<file path="src/rtl/alarm_sched_pkg.sv">
package alarm_sched_pkg;
  typedef enum logic [1:0] {
    OP_ARM          = 2'd0,
    OP_ARM_QUIET    = 2'd1,
    OP_DISARM       = 2'd2,
    OP_DISARM_QUIET = 2'd3
  } alarm_op_e;

  typedef enum logic [1:0] {
    SEEK_IDLE  = 2'd0,
    SEEK_SCAN  = 2'd1,
    SEEK_APPLY = 2'd2
  } seek_state_e;
endpackage

</file>
<file path="src/rtl/alarm_slot_bank.sv">
module alarm_slot_bank #(
  parameter int N_SLOTS = 8,
  parameter int CW      = 32,
  parameter int TOL     = 16,
  localparam int IW     = $clog2(N_SLOTS) + 1
) (
  input  logic                         clk,
  input  logic                         rst_n,
  input  logic                         wr_en,
  input  logic [IW-1:0]                wr_idx,
  input  logic                         wr_arm,
  input  logic [CW-1:0]                wr_tgt,
  input  logic [CW-1:0]                now,
  input  logic                         svc,
  output logic [N_SLOTS-1:0][CW-1:0]   tgt_q,
  output logic [N_SLOTS-1:0]           arm_q,
  output logic [N_SLOTS-1:0]           fire_q
);
  logic [N_SLOTS-1:0] due;

  for (genvar i = 0; i < N_SLOTS; i++) begin : g_slot
    logic [CW-1:0] behind;
    logic          hit;
    assign behind = now - tgt_q[i];
    assign due[i] = arm_q[i] && (behind < CW'(TOL));
    assign hit    = wr_en && (wr_idx == IW'(i));

    always_ff @(posedge clk) begin
      if (!rst_n) begin
        tgt_q[i] <= '0;
        arm_q[i] <= 1'b0;
      end else if (svc && due[i]) begin
        arm_q[i] <= 1'b0;
      end else if (hit) begin
        arm_q[i] <= wr_arm;
        if (wr_arm) tgt_q[i] <= wr_tgt;
      end
    end
  end

  always_ff @(posedge clk) begin
    if (!rst_n) fire_q <= '0;
    else        fire_q <= svc ? due : '0;
  end
endmodule

</file>
<file path="src/rtl/alarm_seek.sv">
module alarm_seek
  import alarm_sched_pkg::*;
#(
  parameter int N_SLOTS = 8,
  parameter int CW      = 32,
  parameter int GRACE   = 4,
  localparam int SW     = (N_SLOTS > 1) ? $clog2(N_SLOTS) : 1
) (
  input  logic                       clk,
  input  logic                       rst_n,
  input  logic                       start,
  input  logic [CW-1:0]              now,
  input  logic [N_SLOTS-1:0][CW-1:0] tgt,
  input  logic [N_SLOTS-1:0]         arm,
  output logic [CW-1:0]              cmp_val,
  output logic                       cmp_en,
  output logic                       busy
);
  seek_state_e   state;
  logic          pend;
  logic [SW-1:0] idx;
  logic [CW-1:0] now_s, min_d, best, sched;
  logic          found;
  logic [CW-1:0] ref_c, dist_c, early_c, pick_c;

  always_comb begin
    ref_c   = now_s - CW'(GRACE);
    dist_c  = tgt[idx] - ref_c;
    early_c = now_s + CW'(GRACE);
    pick_c  = ((early_c - ref_c) > (best - ref_c)) ? early_c : best;
  end

  assign busy = (state != SEEK_IDLE) || pend;

  always_ff @(posedge clk) begin
    if (!rst_n) begin
      state   <= SEEK_IDLE;
      pend    <= 1'b0;
      idx     <= '0;
      now_s   <= '0;
      min_d   <= '1;
      best    <= '0;
      found   <= 1'b0;
      sched   <= '0;
      cmp_val <= '0;
      cmp_en  <= 1'b0;
    end else begin
      if (state == SEEK_IDLE && (pend || start)) pend <= 1'b0;
      else if (start)                            pend <= 1'b1;

      unique case (state)
        SEEK_IDLE: if (pend || start) begin
          state <= SEEK_SCAN;
          idx   <= '0;
          now_s <= now;
          min_d <= '1;
          found <= 1'b0;
        end
        SEEK_SCAN: begin
          if (arm[idx] && dist_c <= min_d) begin
            min_d <= dist_c;
            best  <= tgt[idx];
            found <= 1'b1;
          end
          if (idx == SW'(N_SLOTS - 1)) state <= SEEK_APPLY;
          else                         idx   <= idx + SW'(1);
        end
        SEEK_APPLY: begin
          state <= SEEK_IDLE;
          if (found) begin
            if (best != sched) begin
              cmp_val <= pick_c;
              sched   <= pick_c;
              cmp_en  <= 1'b1;
            end
          end else begin
            sched  <= ref_c - CW'(GRACE);
            cmp_en <= 1'b0;
          end
        end
        default: state <= SEEK_IDLE;
      endcase
    end
  end
endmodule

</file>
<file path="src/rtl/alarm_match.sv">
module alarm_match #(
  parameter int CW = 32
) (
  input  logic          clk,
  input  logic          rst_n,
  input  logic          cmp_en,
  input  logic [CW-1:0] cmp_val,
  input  logic [CW-1:0] now,
  output logic          svc
);
  logic eq, eq_q;
  assign eq  = cmp_en && (now == cmp_val);
  assign svc = eq && !eq_q;

  always_ff @(posedge clk) begin
    if (!rst_n) eq_q <= 1'b0;
    else        eq_q <= eq;
  end
endmodule

</file>
<file path="src/rtl/cmp_alarm_sched.sv">
module cmp_alarm_sched
  import alarm_sched_pkg::*;
#(
  parameter int N_SLOTS = 8,
  parameter int CW      = 32,
  parameter int GRACE   = 4,
  parameter int TOL     = 16,
  localparam int IW     = $clog2(N_SLOTS) + 1
) (
  input  logic               clk,
  input  logic               rst_n,
  input  logic [CW-1:0]      now_cnt,
  input  logic               cmd_valid,
  output logic               cmd_ready,
  input  logic [1:0]         cmd_op,
  input  logic [IW-1:0]      cmd_idx,
  input  logic [CW-1:0]      cmd_tgt,
  output logic [CW-1:0]      cmp_val,
  output logic               cmp_en,
  output logic [N_SLOTS-1:0] fire,
  output logic               busy
);
  logic                       svc, take, wr_en, wr_arm, resched;
  logic [N_SLOTS-1:0][CW-1:0] tgt_q;
  logic [N_SLOTS-1:0]         arm_q;
  alarm_op_e                  op;

  assign op        = alarm_op_e'(cmd_op);
  assign cmd_ready = !svc;
  assign take      = cmd_valid && cmd_ready;
  assign wr_en     = take && (cmd_idx < IW'(N_SLOTS));
  assign wr_arm    = (op == OP_ARM) || (op == OP_ARM_QUIET);
  assign resched   = (wr_en && ((op == OP_ARM) || (op == OP_DISARM))) || svc;

  alarm_slot_bank #(.N_SLOTS(N_SLOTS), .CW(CW), .TOL(TOL)) bank_i (
    .clk(clk), .rst_n(rst_n), .wr_en(wr_en), .wr_idx(cmd_idx),
    .wr_arm(wr_arm), .wr_tgt(cmd_tgt), .now(now_cnt), .svc(svc),
    .tgt_q(tgt_q), .arm_q(arm_q), .fire_q(fire)
  );

  alarm_seek #(.N_SLOTS(N_SLOTS), .CW(CW), .GRACE(GRACE)) seek_i (
    .clk(clk), .rst_n(rst_n), .start(resched), .now(now_cnt),
    .tgt(tgt_q), .arm(arm_q), .cmp_val(cmp_val), .cmp_en(cmp_en),
    .busy(busy)
  );

  alarm_match #(.CW(CW)) match_i (
    .clk(clk), .rst_n(rst_n), .cmp_en(cmp_en), .cmp_val(cmp_val),
    .now(now_cnt), .svc(svc)
  );
endmodule

</file>
<file path="config.mk">
export PLATFORM = sky130hd
export DESIGN_NAME = cmp_alarm_sched
export DESIGN_NICKNAME = d
export VERILOG_FILES = /design/src/rtl/alarm_sched_pkg.sv /design/src/rtl/alarm_slot_bank.sv /design/src/rtl/alarm_seek.sv /design/src/rtl/alarm_match.sv /design/src/rtl/cmp_alarm_sched.sv
export SDC_FILE = /design/constraint.sdc
export NUM_CORES = 2
export LEC_CHECK = 0
export BUFFER_PORTS_ARGS = -buffer_cell sky130_fd_sc_hd__buf_4
export CORE_ASPECT_RATIO = 1.5
export CORE_MARGIN = 1.5
export CORE_UTILIZATION = 53
export CTS_CLUSTER_SIZE = 12
export DETAILED_ROUTE_END_ITERATION = 10
export GPL_TIMING_DRIVEN = 0
export PLACE_DENSITY = 0.7
export SETUP_SLACK_MARGIN = 0.2
export SLEW_MARGIN = 40
export SYNTH_ARGS = -nofsm -noshare
export SYNTH_HDL_FRONTEND = slang
export SYNTH_SLANG_ARGS = --single-unit
</file>
<file path="constraint.sdc">
create_clock -name clk -period 10.8 [get_ports clk]
set_clock_uncertainty 0.05 [all_clocks]
set_input_delay 1.08 -clock clk [delete_from_list [all_inputs] [get_ports clk]]
set_output_delay 1.08 -clock clk [all_outputs]
set_load 0.02 [all_outputs]
</file>
-- Yosys cells after proc, flatten, opt, wreduce, memory -nomap -nowiden
Cells that the tools add are included.
- flip-flop bits (word level): 441
- bits in latches: 0
- RAM bits: 0
- ROM bits: 0
- bits of input ports: 73
- output and inout port bits: 43
- logic and storage cells: 172
- memories: 0
- add/subtract/negate cells: 15
- multiply operators: 0
- divide/modulo/power cells: 0
- order comparisons: 12
- eq/ne operators: 19
- shift-type cells: 0
- mux-type cells: 21
- bitwise operators: 9
- reduce and logical (&&, ||, !) cells: 68
- operators with widths (kind ; count):
    32-bit subtractor ; 11
    32-bit by 5-bit less-than comparator with 1-bit output, second input constant ; 8
    32-bit two-way mux ; 6
    32-bit binary-select mux with 3-bit select ; 1
    32-bit one-hot mux with 2 select lines ; 1
    32-bit by 3-bit subtractor with 32-bit output, second input constant ; 2
    3-bit AND reduction ; 11
    32-bit by 3-bit adder with 32-bit output, second input constant ; 1
    32-bit == test ; 1
    32-bit greater-than comparator ; 1
    32-bit less-or-equal comparator ; 1
    32-bit != test ; 1
    1-bit logical AND ; 31
    2-bit OR reduction ; 9
    4-bit by 3-bit == test with 1-bit output, second input constant ; 4
    2-bit AND reduction ; 5
    1-bit inverter ; 9
    4-bit by 2-bit == test with 1-bit output, second input constant ; 2
    3-bit two-way mux ; 2
    2-bit != test, second input constant ; 3
    3-bit one-hot mux with 2 select lines ; 1
    1-bit logical OR ; 5
    1-bit two-way mux ; 5
    2-bit by 1-bit == test with 1-bit output, second input constant ; 2
    other kinds (15) ; 21

-- Depth between registers and ports, before layout
- depth in word-level cells: 11
- gate-level depth with buffers: 37
- depth with buffers taken out: 33

-- Hierarchy
Synthesis repeated with hierarchy kept, for this count alone.
- cell total of the unflattened synthesis: 5631
- area total of the unflattened synthesis: 43216.4 µm²
- by module, submodules not included (module ; instances ; cells each ; area each (µm²)):
    alarm_slot_bank ; 1 ; 3484 ; 25742.2
    alarm_seek ; 1 ; 2090 ; 17041.3
    alarm_match ; 1 ; 52 ; 399.1
    cmp_alarm_sched ; 1 ; 5 ; 33.8

-- Worst setup path before layout
OpenSTA, ideal clock, no wires.
- path type: reg-to-reg
- start point: register seek_i.idx[0]
- end point: register seek_i.min_d[2]
- arrival: 8.246 ns
- required time: 10.616 ns
- path slack: 2.369 ns
- cell stages (with the launch flop): 36
- path buffers: 7
- cell sequence: dfxtp_1 -> buf_2 -> buf_4 -> buf_2 -> buf_1 -> clkbuf_1 -> buf_1 -> mux4_2 -> mux2_2 -> ha_1 -> a21o_1 -> a211oi_1 -> nor2_1 -> a31oi_1 -> o21ai_0 -> a311oi_2 -> o21ai_0 -> a311oi_2 -> o211ai_1 -> and3_1 -> xnor2_1 -> ha_1 -> a21o_1 -> a21o_1 -> a21oi_1 -> nor2b_1 -> o21ai_0 -> nand2b_1 -> a21o_1 -> a21oi_1 -> mux2_2 -> o21ai_1 -> clkbuf_1 -> nand2_1 -> nor2_1 -> o21ai_0
- word-level cells in the longest chain between the ends: 7
- elaborated cells between the ends (all ways): 11
- classes of those cells: 1 x add/sub; 1 x order compare; 1 x eq/ne; 6 x mux; 2 x reduce/logical
- RTL lines (item ; line ; source):
    start, declared ; alarm_seek.sv:21 ; logic [SW-1:0] idx;
    start signal, assigned ; alarm_seek.sv:66 ; else idx <= idx + SW'(1);
    32-bit binary-select mux with 3-bit select ; alarm_seek.sv:28 ; dist_c = tgt[idx] - ref_c;
    32-bit two-way mux (implied by the code) ; alarm_seek.sv:28 ;
    32-bit subtractor ; alarm_seek.sv:28 ;
    32-bit less-or-equal comparator ; alarm_seek.sv:60 ; if (arm[idx] && dist_c <= min_d) begin
    1-bit logical AND ; alarm_seek.sv:60 ;
    2-bit by 1-bit != test with 1-bit output (no source line) ; n/a ;
    3-bit AND reduction (no source line) ; n/a ;
    end signal, assigned ; alarm_seek.sv:61 ; min_d <= dist_c;
    end, declared ; alarm_seek.sv:22 ; logic [CW-1:0] now_s, min_d, best, sched;
Several ways; a longest one is shown, not always the timed one. The select of a mux whose other input is x is not followed.
A chain may end at the register's enable or synchronous reset.

-- Worst setup path in the final report
- start point: register seek_i.idx[1]
- end point: register seek_i.min_d[2]
Same word-level chain as after synthesis.

==> flow_results.org <==
** Status
- Status :: finished clean

** Final layout
- Final Net Count :: 5,731
- Leaving out filler cells and counting taps, the final layout contains 6,247.
- With fillers left out, the area of the finished cells amounts to ~0.042 sq mm.
- Area Growth Syn to Fin :: 9.292%
- Leaving out fill and tap cells, the most frequent cell in the layout is sky130_fd_sc_hd__nand2_1.
- Commonest cells after routing, fill and taps aside :: sky130_fd_sc_hd__nand2_1 (853), sky130_fd_sc_hd__a21oi_1 (580), sky130_fd_sc_hd__dfxtp_1 (441)
- Fraction of final layout cells with drive strength greater than 1 :: ~8.4%

** Timing
- Maximum achievable frequency :: roughly 100 MHz
- For the pin with the worst max-slew slack, the measured transition is ~1000 ps.
- Setup-violating endpoint count in the final report :: 0
- In this run the tightest slew margin relative to its limit is roughly 33%.
- Hold Fails Final Rpt :: 0
- Total Negative Setup Slacks :: 0 ps
- Post-layout min period :: 10,080 ps
- Max-slew violation count :: 0
- Part of the cycle the worst path needs :: ~93%
- Setup repair after global routing missed its margin :: no

** Worst setup path
- Number of cell instances on the worst register-to-register path :: 34
- Reg-to-reg slack, setup :: a little over 700 ps
- The critical path in this run is classified as reg2reg.
- Slowest stage cell on the critical path :: sky130_fd_sc_hd__dfxtp_1
- Kind of end point of the critical path :: register
- STA classifies the critical path startpoint as a register.
- Critical Path RT :: between 10,000 and 15,000 ps
- On the worst path, the slowest cell contributes a delay of between 500 and 600 ps.
- Data on the critical path arrives at its endpoint at around 10,000 ps.
- R2r endpoint :: seek_i.min_d[2]
- In this run the worst path has a maximum fanout of 19.
- The startpoint identified for the worst register-to-register timing path is seek_i.idx[1].

** Die
- Row generation in the floorplan step produced 120 rows.
- The initial utilization of the core area, before any placement, comes to 53.62%.
- DIE AREA :: around 0.074 sq mm
- For this design the top-level I/O count stands at between 100 and 150.
- Height of the die :: around 330 um
- Die outline width :: 222.6 um
- Placeable core area :: 0.07147 sq mm

** Synth
- Average cell area after synthesis :: roughly 7.4 sq um
- Netlist Area Pre-Place :: approximately 0.038 sq mm
- Proportion of netlist area held by the largest area contributor :: between 20% and 30%
- Among all flip-flop cells after synthesis, the most frequent one is sky130_fd_sc_hd__dfxtp_1.
- The synthesized design spends more area on one cell type than any other, namely sky130_fd_sc_hd__dfxtp_1.
- Cell variety after synth :: 104
- Yosys warning count :: 0
- Of all flip-flops after synthesis, the portion carrying an async set or reset was 0%.
- Synthesis inferred 441 register bits.
- By area the synthesized netlist is led by sky130_fd_sc_hd__dfxtp_1 (23%), sky130_fd_sc_hd__ha_1 (12%), sky130_fd_sc_hd__nand2_1 (8.4%), sky130_fd_sc_hd__a21oi_1 (7.6%), sky130_fd_sc_hd__xnor2_1 (4.3%).
- Share of synthesized area occupied by flip-flops and latches :: between 20% and 30%
- The cell count after synthesis came out at 5,167.
- Post-synth EDFFs :: 0
- Total nets after synthesis :: 5,601

** Pwr
- Dividing total power by cell area gives a power density of 121.3 mW/mm^2.
- Summed over all cells, the static leakage comes to between 15 and 20 nW.
- Worst vdd ir :: 0.0001075 V

** GRT
- Number of antenna violations at the first check in global routing :: 6
- Largest net degree at the start of global routing :: 20
- The first global-routing pass estimated about 240,000 um of wire.
- Final global-route overflow total :: 0
- Vias in the first global route :: between 30,000 and 40,000
- In the global route stage, overall resource usage came out at 42.82%.

** Placed design
- In this run the tool buffered the top-level ports with between 80 and 90 buffer cells.
- Once detailed placement completed, the half-perimeter wirelength came to 131,300 um.
- Number of placed instances with taps included :: ~6,000
- Placer congestion estimate :: 1.075
- Post-detailed-placement cell area :: just over 0.04 sq mm

** Clock network
- Counting every sink on the clock net gives ~440.
- The longest clock path from root to sink contains 3 buffers.
- Clock tree synthesis selected as its root buffer the cell sky130_fd_sc_hd__clkbuf_16.
- Number of levels in the clock H-tree :: 2
- TritonCTS clock tree :: yes
- TritonCTS created 48 clock buffers.
- Clock-pin slew on the worst setup and hold paths :: 60 ps
- The later pin in the worst-skew pair is clocked with a latency of roughly 640 ps.

** Hold path
- Start point of the worst min-delay path :: seek_i.min_d[27]
- The worst hold path belongs to the class reg2reg.
- Hold Path End :: seek_i.min_d[27]
- Worst hold path stage count :: 1

** Drt
- Drt pass-1 iters :: 8
- Dividing the detail-routed wire length by the instance count gives 26.03 um.
- Initial detailed-routing violation count :: approximately 3,300
- Remaining number of nets flagged by the antenna check after routing :: 0
- For this run, design rule violations remaining after detail routing come to 0.
- Vias after detailed routing :: 39,390
- Routed Wire Length :: around 160,000 um
- After detailed routing, the number of vias per cell comes to about 6.3.

** Run
- The tool flagged a number of max-cap violations equal to 0.
## worst max-delay path, delay by kind of cell, from the launching register on
| family | cells | cell delay, ps |
|---|---|---|
| and+or+nand+nor | 7 | 1320 |
| buffers and inverters | 5 | 2290 |
| AOI/OAI and AO/OA | 17 | 4010 |
| adders and majority gates | 2 | 650 |
| DFF | 1 | 580 |
| xor gates and xnor gates | 1 | 230 |
| muxes | 2 | 760 |
## area by class of cell
class                   instances  area, sq um
well taps                     915         1145
clock buffers                  71         1378
multi-input cells            4070        27130
repair buffers                 82        635.6
fillers                      6979        29590
clock inverters                12        186.4
plain buffers                 250         1062
diodes                          2        5.005
inverters                     404         1516
flip-flops and latches        441         8828
## power breakdown
| group | switching (mW) | total (mW) | internal [mW] |
|---|---|---|---|
| clock network | 0.767 | 1.74 | 0.977 |
| registers | 0.0133 | 1.65 | 1.64 |
| logic | 1.11 | 1.68 | 0.577 |
| total | 1.89 | 5.08 | 3.19 |
## registers in the layout, summed over array words and instances, names as in the netlist
name and cells:
bank_i.fire_q 8, bank_i.arm_q 8, seek_i.found 1, seek_i.now_s 32
seek_i.min_d 32, seek_i.idx 3, bank_i.tgt_q 256, seek_i.pend 1
seek_i.best 32, seek_i.sched 32, match_i.eq_q 1, seek_i.cmp_val 32
seek_i.state 2, seek_i.cmp_en 1
## synthesized netlist by cell type, types with 17 or more instances
cell	n
sky130_fd_sc_hd__a21o_1	116
sky130_fd_sc_hd__clkbuf_2	31
sky130_fd_sc_hd__o211ai_1	23
sky130_fd_sc_hd__a31oi_1	43
sky130_fd_sc_hd__nand3_1	98
sky130_fd_sc_hd__mux2i_1	82
sky130_fd_sc_hd__nand2_1	853
sky130_fd_sc_hd__o21ai_0	255
sky130_fd_sc_hd__inv_1	402
sky130_fd_sc_hd__nor2_1	350
sky130_fd_sc_hd__or2_2	23
sky130_fd_sc_hd__ha_1	359
sky130_fd_sc_hd__mux2_2	57
sky130_fd_sc_hd__a21oi_1	582
sky130_fd_sc_hd__o21a_1	37
sky130_fd_sc_hd__o21bai_1	31
sky130_fd_sc_hd__dfxtp_1	441
sky130_fd_sc_hd__xor2_1	124
sky130_fd_sc_hd__a2111oi_0	17
sky130_fd_sc_hd__xnor2_1	188
sky130_fd_sc_hd__mux4_2	66
sky130_fd_sc_hd__nand4_1	71
sky130_fd_sc_hd__buf_1	19
sky130_fd_sc_hd__or3_1	28
sky130_fd_sc_hd__and3_1	44
sky130_fd_sc_hd__clkbuf_1	183
sky130_fd_sc_hd__nor4_1	59
sky130_fd_sc_hd__a211oi_1	54
sky130_fd_sc_hd__nand2b_1	55
sky130_fd_sc_hd__nor2b_1	54
sky130_fd_sc_hd__and2_1	45
sky130_fd_sc_hd__nor3_1	95
## metal layers
metal | share of wire [%] | global-route usage (%) | wire, um | vias to the layer above
li1 | - | - | - | 18420
met1 | 33 | 41.86 | 54200 | 18480
met2 | 48 | 74.36 | 77620 | 1760
met3 | 6.3 | 6.422 | 10200 | 722
met4 | 13 | 45.72 | 20530 | 6
met5 | 0.025 | 0 | 41 | -
## through the flow
step	total power, mW	hold slack, ps	util (%)	setup WS (ps)
after floorplan	2.785	386.5	-	2369
after global placement	3.291	393.9	56.07	-1035
after detailed placement	3.306	401.5	56.31	-304.8
after CTS	5.016	415.4	58.49	276.2
after global routing	5.252	429.5	58.60	264.0
final	5.079	414.5	58.60	723.2
## kinds of logic (layout without fill, tap and decap cells)
logic type	Yosys count	after routing	synth area share, %
simple gates	1849	1849	22.23
compound gates	1328	1328	20.98
buf+inv	656	819	6.615
flops	441	441	23.04
fa+ha+maj	373	373	12.14
xor+xnor	315	315	7.294
mux	205	205	7.696
other cells	0	2	0
## worst max path at each step
| stage | startpoint | end | slack [ps] | depth (start not counted) |
|---|---|---|---|---|
| after detailed placement | seek_i.idx[0] | seek_i.best[31] | -300 | 36 |
| after CTS | seek_i.idx[1] | seek_i.min_d[10] | 280 | 36 |
| after global placement | seek_i.idx[0] | seek_i.best[18] | -1040 | 36 |
| after global routing | seek_i.idx[0] | seek_i.min_d[11] | 260 | 35 |
| after floorplan | seek_i.idx[0] | seek_i.min_d[2] | 2370 | 35 |
| final | seek_i.idx[1] | seek_i.min_d[2] | 720 | 34 |
## what timing repair did
action                     in CTS  in global routing
setup buffers                   0                  0
setup endpoints to repair      35                 49
gates resized for setup         3                  6
pin swaps                       0                  1
hold buffers                    0                  0
No activity file was read; power rests on OpenSTA's default activity.
